## src/rtl/wakeupDispatchPkg.sv

```systemverilog
package wakeupDispatchPkg;

  typedef enum logic [3:0] {
    S_IDLE,
    S_TIMER,
    S_PICK,
    S_RDPTR,
    S_WTPTR,
    S_RDCV,
    S_WTCV,
    S_WRCV,
    S_WAKE,
    S_DONE
  } dispState_t;

  // Strobes from the control FSM to the datapath.
  typedef struct packed {
    logic take;       // snapshot pending channels, start a dispatch
    logic pickIdx;    // load channel index from the lowest serviced bit
    logic latchPtr;   // capture table pointer, retire channel bit
    logic latchCv;    // capture condition-variable word
    logic markMoved;  // a process was moved during this dispatch
    logic selTable;   // memory address selects the pointer table
    logic finish;     // last cycle of the dispatch
  } ctlStrobe_t;

  // Conditions reported by the datapath to the control FSM.
  typedef struct packed {
    logic canTake;
    logic timerHit;
    logic svcEmpty;
    logic ptrNil;
    logic cvEmpty;
  } dpStatus_t;

endpackage

```

## src/rtl/wakeupDispatchDatapath.sv

```systemverilog
module wakeupDispatchDatapath
  import wakeupDispatchPkg::*;
#(
  parameter int WORD_W     = 16,
  parameter int CNT_W      = 4,
  parameter int TBL_BASE   = 32,
  parameter int TIMER_CHAN = 4
) (
  input  logic              clk,
  input  logic              rst_n,
  input  logic [WORD_W-2:0] chanReq,
  input  logic              incCmd,
  input  logic              decCmd,
  input  logic              instrStep,
  input  logic              fromIdle,
  input  ctlStrobe_t        st,
  input  logic [WORD_W-1:0] memRdata,
  output dpStatus_t         status,
  output logic [WORD_W-1:0] memAddr,
  output logic [WORD_W-1:0] memWdata,
  output logic [WORD_W-1:0] cvPtr,
  output logic              reschedReq,
  output logic [CNT_W-1:0]  cntOut,
  output logic [WORD_W-1:0] pendOut
);

  localparam int NUM_CHAN = WORD_W - 1;
  localparam int IDX_W    = $clog2(NUM_CHAN);
  localparam logic [CNT_W-1:0] CNT_MAX = {CNT_W{1'b1}};
  localparam logic [CNT_W-1:0] CNT_ONE = CNT_W'(1);
  localparam logic [WORD_W-1:0] WAIT_BIT = WORD_W'(1) << (WORD_W - 1);

  logic [CNT_W-1:0]    cnt, cntNext;
  logic [WORD_W-1:0]   pend;
  logic                flagNext;
  logic [NUM_CHAN-1:0] pendLowNext;
  logic                guard, guardNext;
  logic [NUM_CHAN-1:0] svc;
  logic [IDX_W-1:0]    idx, lowIdx;
  logic [WORD_W-1:0]   ptr, cvWord;
  logic                moved, idleLatched;

  // Disable counter and the sign flag of the pending word.
  always_comb begin
    cntNext   = cnt;
    flagNext  = pend[WORD_W-1];
    guardNext = guard;
    if (instrStep) guardNext = 1'b0;
    if (incCmd) begin
      if (cnt != CNT_MAX) cntNext = cnt + CNT_ONE;
      flagNext = 1'b1;
    end else if (decCmd && (cnt != '0)) begin
      cntNext = cnt - CNT_ONE;
      if (cnt == CNT_ONE) begin
        flagNext  = 1'b0;
        guardNext = 1'b1;
      end
    end
  end

  // Serviced bits leave the word at the take; new requests always merge.
  always_comb begin
    pendLowNext = pend[NUM_CHAN-1:0];
    if (st.take) pendLowNext = '0;
    pendLowNext = pendLowNext | chanReq;
  end

  // Lowest serviced channel.
  always_comb begin
    lowIdx = '0;
    for (int i = NUM_CHAN - 1; i >= 0; i--) begin
      if (svc[i]) lowIdx = IDX_W'(i);
    end
  end

  always_ff @(posedge clk or negedge rst_n) begin
    if (!rst_n) begin
      cnt         <= '0;
      pend        <= '0;
      guard       <= 1'b0;
      svc         <= '0;
      idx         <= '0;
      ptr         <= '0;
      cvWord      <= '0;
      moved       <= 1'b0;
      idleLatched <= 1'b0;
    end else begin
      cnt                  <= cntNext;
      guard                <= guardNext;
      pend[WORD_W-1]       <= flagNext;
      pend[NUM_CHAN-1:0]   <= pendLowNext;
      if (st.take) begin
        svc         <= pend[NUM_CHAN-1:0];
        moved       <= 1'b0;
        idleLatched <= fromIdle;
      end
      if (st.pickIdx) idx <= lowIdx;
      if (st.latchPtr) begin
        svc[idx] <= 1'b0;
        ptr      <= memRdata;
      end
      if (st.latchCv) cvWord <= memRdata;
      if (st.markMoved) moved <= 1'b1;
    end
  end

  assign status.canTake  = !pend[WORD_W-1] && (|pend[NUM_CHAN-1:0]) && !guard && !incCmd;
  assign status.timerHit = svc[TIMER_CHAN];
  assign status.svcEmpty = (svc == '0);
  assign status.ptrNil   = (memRdata == '0);
  assign status.cvEmpty  = (memRdata[WORD_W-2:0] == '0);

  assign memAddr    = st.selTable ? (WORD_W'(TBL_BASE) + WORD_W'(idx)) : ptr;
  assign memWdata   = cvWord | WAIT_BIT;
  assign cvPtr      = ptr;
  assign reschedReq = st.finish && (idleLatched || moved);
  assign cntOut     = cnt;
  assign pendOut    = pend;

endmodule

```

## src/rtl/wakeupDispatchControl.sv

```systemverilog
module wakeupDispatchControl
  import wakeupDispatchPkg::*;
(
  input  logic       clk,
  input  logic       rst_n,
  input  dpStatus_t  status,
  input  logic       wakeAck,
  input  logic       timerScanAck,
  input  logic       scanMoved,
  output ctlStrobe_t st,
  output logic       memReq,
  output logic       memWe,
  output logic       wakeReq,
  output logic       timerScanReq,
  output logic       busy
);

  dispState_t state, stateNext;

  always_ff @(posedge clk or negedge rst_n) begin
    if (!rst_n) state <= S_IDLE;
    else        state <= stateNext;
  end

  always_comb begin
    stateNext    = state;
    st           = '0;
    memReq       = 1'b0;
    memWe        = 1'b0;
    wakeReq      = 1'b0;
    timerScanReq = 1'b0;
    unique case (state)
      S_IDLE: begin
        if (status.canTake) begin
          st.take   = 1'b1;
          stateNext = S_TIMER;
        end
      end
      S_TIMER: begin
        // Timer channel first; otherwise straight to channel walk.
        if (!status.timerHit) begin
          stateNext = S_PICK;
        end else begin
          timerScanReq = 1'b1;
          if (timerScanAck) begin
            st.markMoved = scanMoved;
            stateNext    = S_PICK;
          end
        end
      end
      S_PICK: begin
        if (status.svcEmpty) begin
          stateNext = S_DONE;
        end else begin
          st.pickIdx = 1'b1;
          stateNext  = S_RDPTR;
        end
      end
      S_RDPTR: begin
        memReq      = 1'b1;
        st.selTable = 1'b1;
        stateNext   = S_WTPTR;
      end
      S_WTPTR: begin
        st.latchPtr = 1'b1;
        stateNext   = status.ptrNil ? S_PICK : S_RDCV;
      end
      S_RDCV: begin
        memReq    = 1'b1;
        stateNext = S_WTCV;
      end
      S_WTCV: begin
        st.latchCv = 1'b1;
        stateNext  = status.cvEmpty ? S_WRCV : S_WAKE;
      end
      S_WRCV: begin
        memReq    = 1'b1;
        memWe     = 1'b1;
        stateNext = S_PICK;
      end
      S_WAKE: begin
        wakeReq = 1'b1;
        if (wakeAck) begin
          st.markMoved = 1'b1;
          stateNext    = S_PICK;
        end
      end
      S_DONE: begin
        st.finish = 1'b1;
        stateNext = S_IDLE;
      end
      default: stateNext = S_IDLE;
    endcase
  end

  assign busy = (state != S_IDLE);

endmodule

```

## src/rtl/wakeupDispatch.sv

```systemverilog
module wakeupDispatch
  import wakeupDispatchPkg::*;
#(
  parameter int WORD_W     = 16,
  parameter int CNT_W      = 4,
  parameter int TBL_BASE   = 32,
  parameter int TIMER_CHAN = 4
) (
  input  logic              clk,
  input  logic              rst_n,
  input  logic [WORD_W-2:0] chanReq,
  input  logic              incCmd,
  input  logic              decCmd,
  input  logic              instrStep,
  input  logic              fromIdle,
  output logic              memReq,
  output logic              memWe,
  output logic [WORD_W-1:0] memAddr,
  output logic [WORD_W-1:0] memWdata,
  input  logic [WORD_W-1:0] memRdata,
  output logic              wakeReq,
  output logic [WORD_W-1:0] wakeCvPtr,
  input  logic              wakeAck,
  output logic              timerScanReq,
  input  logic              timerScanAck,
  input  logic              scanMoved,
  output logic              reschedReq
);

  ctlStrobe_t        st;
  dpStatus_t         status;
  logic              busy;
  logic [CNT_W-1:0]  cnt;
  logic [WORD_W-1:0] pend;

  wakeupDispatchControl u_ctl (
    .clk          (clk),
    .rst_n        (rst_n),
    .status       (status),
    .wakeAck      (wakeAck),
    .timerScanAck (timerScanAck),
    .scanMoved    (scanMoved),
    .st           (st),
    .memReq       (memReq),
    .memWe        (memWe),
    .wakeReq      (wakeReq),
    .timerScanReq (timerScanReq),
    .busy         (busy)
  );

  wakeupDispatchDatapath #(
    .WORD_W     (WORD_W),
    .CNT_W      (CNT_W),
    .TBL_BASE   (TBL_BASE),
    .TIMER_CHAN (TIMER_CHAN)
  ) u_dp (
    .clk        (clk),
    .rst_n      (rst_n),
    .chanReq    (chanReq),
    .incCmd     (incCmd),
    .decCmd     (decCmd),
    .instrStep  (instrStep),
    .fromIdle   (fromIdle),
    .st         (st),
    .memRdata   (memRdata),
    .status     (status),
    .memAddr    (memAddr),
    .memWdata   (memWdata),
    .cvPtr      (wakeCvPtr),
    .reschedReq (reschedReq),
    .cntOut     (cnt),
    .pendOut    (pend)
  );

endmodule

```

## config.mk

```make
export PLATFORM = sky130hd
export DESIGN_NAME = wakeupDispatch
export DESIGN_NICKNAME = d
export VERILOG_FILES = /design/src/rtl/wakeupDispatchPkg.sv /design/src/rtl/wakeupDispatchDatapath.sv /design/src/rtl/wakeupDispatchControl.sv /design/src/rtl/wakeupDispatch.sv
export SDC_FILE = /design/constraint.sdc
export NUM_CORES = 1
export LEC_CHECK = 0
export BUFFER_PORTS_ARGS = -buffer_cell sky130_fd_sc_hd__buf_4
export CAP_MARGIN = 30
export CORE_MARGIN = 2
export CORE_UTILIZATION = 35
export CTS_BUF_LIST = sky130_fd_sc_hd__clkbuf_4 sky130_fd_sc_hd__clkbuf_8
export CTS_CLUSTER_DIAMETER = 150
export DETAILED_ROUTE_END_ITERATION = 12
export PLACE_DENSITY_LB_ADDON = 0.25
export SYNTH_ARGS = -nofsm -noshare
export SYNTH_HDL_FRONTEND = slang
export SYNTH_SLANG_ARGS = --single-unit
```

## constraint.sdc

```tcl
create_clock -name clk -period 2.4 [get_ports clk]
set_clock_uncertainty 0.15 [all_clocks]
set_input_delay 0.24 -clock clk [delete_from_list [all_inputs] [get_ports clk]]
set_output_delay 0.24 -clock clk [all_outputs]
set_load 0.005 [all_outputs]
```

# == Word-level counts from Yosys, hierarchy flattened ==
# Cells that the tools add are included.
# classes
addsub,3
n_lt_le_gt_ge,2
n_eq_ne,15
muxes,58
n_bitwise,3
reduce_logical,23
# op_table
op,count
$mux 4,24
$mux 15,3
$pmux 4 s9,1
$logic_not 15->1,2
$mux 1,26
$eq 4x3->1 const B,4
$logic_not 16->1,1
$mux 16,1
$and 15x15->15,1
$not 15->15,1
$or 15x15->15,1
$reduce_or 15->1,1
$eq 4x1->1 const B,2
$eq 4x2->1 const B,2
$eq 4x4->1 const B,2
$add 6x4->7 const A,1
$logic_and 1x1->1,6
$reduce_bool 2->1,3
$lt 4x5->1 const B,1
$add 4x1->4 const B,1
$demux 1 s4,1
$ge 4x1->1 const B,1
$logic_not 4->1,1
$ne 2x2->1 const B,2
other kinds (12),15
# totals
register_bits,77
inputBits,40

# == Logic depth before layout (Yosys ltp) ==
# logic_depth
word_depth,15
mapped_depth,7
ltp_nobuf,7

# == Hierarchy ==
# Synthesis repeated with hierarchy kept, for this count alone.
# unflattened
cells_unflattened,326
hier_area_um2,3694.8
# modules_own_cells
mod,n_inst,cells_per_inst,area_each_um2
wakeupDispatchDatapath,1,277,3319.4
wakeupDispatchControl,1,49,375.4

# == Worst setup path after synthesis ==
# No wires, ideal clock.
# synth_timing
path_kind,register -> register
start,register u_dp.cnt[1] (netlist: u_dp.cntOut[1])
end,register u_dp.cnt[3] (netlist: u_dp.cntOut[3])
arrival_time_ns,1.407
path_slack_ns,0.715
path_stages_with_launch,8
synth_period_minus_slack_ns,1.685
path_cell_list,dfrtp_1 > inv_1 > ha_1 > inv_1 > o31ai_1 > o21a_1 > a21oi_1 > xor2_1
# synth_between
elab_chain_len,4
word_cells_on_any_way,11
# synth_lines
item,line,rtl
"start, declared",wakeupDispatchDatapath.sv:33,"logic [CNT_W-1:0] cnt, cntNext;"
"start signal, assigned",wakeupDispatchDatapath.sv:88,cnt <= cntNext;
"parallel branches: the longest is 4 deep, another holds $sub 4x1->4",n/a,
# Several ways; the timed one is not identified. The select of a mux whose other input is x is not followed.
# A chain may end at the register's enable or synchronous reset.

# == Worst setup path in the final report ==
# layout_timing
start,register u_ctl.state[2]
end,output port memAddr[0]
# layout_between
elab_chain_len,3
# layout_lines
item,line,rtl
"start, declared",wakeupDispatchControl.sv:18,"dispState_t state, stateNext;"
"start signal, assigned",wakeupDispatchControl.sv:22,else state <= stateNext;
$eq 4x2->1,wakeupDispatchControl.sv:32,unique case (state)
$mux 1,wakeupDispatchControl.sv:32,
$mux 16,wakeupDispatchDatapath.sv:113,assign memAddr = st.selTable ? (WORD_W'(TBL_BASE) + WORD_W'(idx)) : ptr;
"end, declared",wakeupDispatch.sv:18,"output logic [WORD_W-1:0] memAddr,"
# Every way passes these cells.

==> impl_metrics.env <==
export IMPL_comb_power_share_pct=39.1
export IMPL_insertion_delay_ps=350
export IMPL_critPathTopFamily="flip-flops"
export IMPL_clkTransAtPathRegs_ps=80
export IMPL_fill_cells=954
export IMPL_pin_count=93
export IMPL_grt_pass1_wl_mm=16.6
export IMPL_ys_warn_count=0
export IMPL_die_w_um=107
export IMPL_peakVddDrop_mv=0.653
export IMPL_post_synth_inst_count=360
export IMPL_dr_total_vias=3139
export IMPL_slew_viol_final=0
export IMPL_port_buffers=91
export IMPL_leakagePower_nw=2.40
export IMPL_p_total_w=0.00551
export IMPL_arrival_ps=1880
export IMPL_tritoncts="yes"
export IMPL_synth_edf_count=0
export IMPL_tightest_slew_ps=630
export IMPL_p_sw_share_pct=36.9
export IMPL_finalCriticalPeriod_ps=2270
export IMPL_wl_mm=9.78
export IMPL_required_ps=2010
export IMPL_slowest_delay_ps=560
export IMPL_hold_class="input port to register"
export IMPL_crit_buf_inv=1
export IMPL_h_tree_depth=3
export IMPL_outcome="finished clean"
export IMPL_r2r_slack_ps=370
export IMPL_dpl_hpwl_mm=6.92
export IMPL_cp_slowest_cell="dfrtp_1"
export IMPL_initial_utilization_pct=35.8
export IMPL_finalInstanceArea_um2=5060
export IMPL_critPathMaxFanout=13
export IMPL_finalHoldViolCount=0
export IMPL_power_internal_w=0.00348
export IMPL_drt_iter0_drc=193
export IMPL_first_pass_iters=4
export IMPL_diodes=0
export IMPL_clk_path_buf_depth=2
export IMPL_grt_overflow_total=0
export IMPL_fp_dieH_um=107
export IMPL_setup_tns_ps=0
export IMPL_area_growth_pct=37.4
export IMPL_cts_sinks=77
export IMPL_fin_crit_sh_pct=94.5
export IMPL_cts_buffers=9
export IMPL_fin_nets=531
export IMPL_power_density_nw_per_um2=1090
export IMPL_grt_antenna_before_repair=0
export IMPL_ys_seq_area_share_pct=52.4
export IMPL_async_flop_share_pct=100
export IMPL_core_um2=10300
export IMPL_power_switching_w=0.00204
export IMPL_max_freq_mhz=441
export IMPL_wire_per_inst_um=15.5
export IMPL_clkPwrFrac_pct=18.0
export IMPL_path_cells="nor3_4 > mux2_2 > buf_4"
export IMPL_synth_seq_cells=77
export IMPL_maxSlewHeadroom_pct=57.7
export IMPL_gp_congestion=0.843
export IMPL_rows=37
export IMPL_drc_errors=0
export IMPL_max_cap_violations=0
export IMPL_end_kind="output pin"
export IMPL_rsz0062_at_grt="no"
export IMPL_ys_types=48
export IMPL_path_class="register to output pin"
export IMPL_pwr_share_seq_pct=42.9
export IMPL_grt_pass1_vias=3265
export IMPL_ant_nets=0
export IMPL_layout_drive_gt1_share_pct=29.6
export IMPL_grt_max_degree=47
export IMPL_setup_violations=0
export IMPL_avgSynthCellArea_um2=10.2
export IMPL_ctsRootBufferMaster="clkbuf_8"
export IMPL_post_cts_buffers=0
export IMPL_placed_cell_area_um2=4520
export IMPL_holdWs_ps=10.7
export IMPL_synthFlopType="dfrtp_1"
export IMPL_syn_nets=403
export IMPL_viasPerCell=4.99
export IMPL_track_usage_pct=18.6
export IMPL_die_area_um2=11300
export IMPL_start_kind="register"
export IMPL_synth_area_um2=3680
cells in the final DEF, fill, tap and decap left out, drive strengths merged, types with 2 or more instances in the layout:
cell and count:
clkbuf 9, nor2b 13, inv 15, a211oi 2
nor4 11, o21a 2, dfrtp 77, a21oi 20
nand2 61, xor2 2, clkinv 4, buf 99
or2 2, nand3 4, mux2 20, dlygate4sd3 34
nor3 13, nor2 21, nand2b 6, a21o 15
o21ai 12, mux2i 15, o211ai 2, a31oi 7
nand4 5, and3 5, o31ai 2, ha 3
cell families after synthesis:
logic type / count (synthesis) / share of synthesized area, %
compound gates: 68 / 11.8
xor+xnor: 3 / 0.714
fa+ha+maj: 3 / 1.02
buf+inv: 30 / 4.35
flops: 77 / 52.4
mux: 35 / 10.2
other cells: 1 / 0.102
simple gates: 143 / 19.4
timing repair:
item | 4_1_cts | 5_1_grt
gates resized for setup | 0 | 2
hold endpoints to repair | 78 | 0
hold buffers | 34 | 0
endpoints found under the setup margin | 0 | 14
area by class of cell:
class	instances	area [um2]	share of cell area, %
flip-flops and latches	77	1930	38.2
multi-input cells	253	1600	31.6
repair buffers	133	1110	21.9
well taps	136	170	3.37
clock buffers	9	124	2.45
clock inverters	7	73.8	1.46
inverters	14	52.6	1.04
power by group through the flow:
stage	clock network [W]	registers, W	logic (W)
after floorplan	0	0.00218	0.00122
after global placement	0	0.00236	0.00209
after detailed placement	0	0.00237	0.00212
after CTS	0.00101	0.00236	0.00217
after global routing	0.00108	0.00245	0.00245
final	0.000994	0.00236	0.00216
sequential cells by signal (all words and copies together), names as in the netlist:
signal            count
u_dp.pendOut         16
u_dp.idleLatched      1
u_dp.idx              4
u_dp.cntOut           4
u_dp.cvWord          15
u_dp.moved            1
u_dp.svc             15
u_dp.cvPtr           16
u_dp.guard            1
u_ctl.state           4
metal layers:
metal	up-vias	global-route usage [%]	wire length (um)
met4	0	8.07	246
met3	18	4.17	616
li1	1505	-	-
met2	111	28.6	4450
met1	1505	25.4	4470
met5	-	0	0
final timing paths:
| kind | startpoint | to | cells past startpoint |
|---|---|---|---|
| max | u_ctl.state[2] | memAddr[0] | 3 |
| min | wakeAck | u_dp.moved | 2 |
| max reg2reg | u_ctl.state[2] | u_dp.moved | 4 |
| min reg2reg | u_dp.cvPtr[3] | u_dp.cvPtr[3] | 2 |
| max in group asynchronous | rst_n | u_ctl.state[1] | 3 |
| min in group asynchronous | rst_n | u_dp.cvWord[8] | 2 |
worst register-to-register path, cell delays in order (launching register included):
cell	delay (ps)
dfrtp_1	560
nor4_2	480
nand3_2	150
buf_12	220
a221o_1	360
cells in the mapped netlist (3+ instances only):
library cell  count  share of area (%)
dfrtp_1          77                 52
nand2_1          60                6.1
a21oi_1          20                2.7
nor2_1           20                2.0
mux2_2           18                5.5
a21o_1           15                3.1
mux2i_1          15                4.1
inv_1            13                1.3
nor2b_1          13                2.2
o21ai_0          12                1.6
nor3_1           11                1.5
nor4_1            9                1.5
a31oi_1           7                1.2
buf_2             7               0.95
nand2b_1          6                1.0
and3_1            5               0.85
nand4_1           5               0.85
buf_4             4               0.82
ha_1              3                1.0
nand3_1           3               0.41
per-stage QoR:
stage                     worst slack (ps)  std cells  util (%)
after floorplan                        715        360         -
after global placement                 398        579      43.9
after detailed placement               384        579      43.9
after CTS                             20.8        629      49.2
after global routing                  12.3        629      49.2
final                                  131        629      49.2
Note: power is estimated with default switching activity, not from simulation.
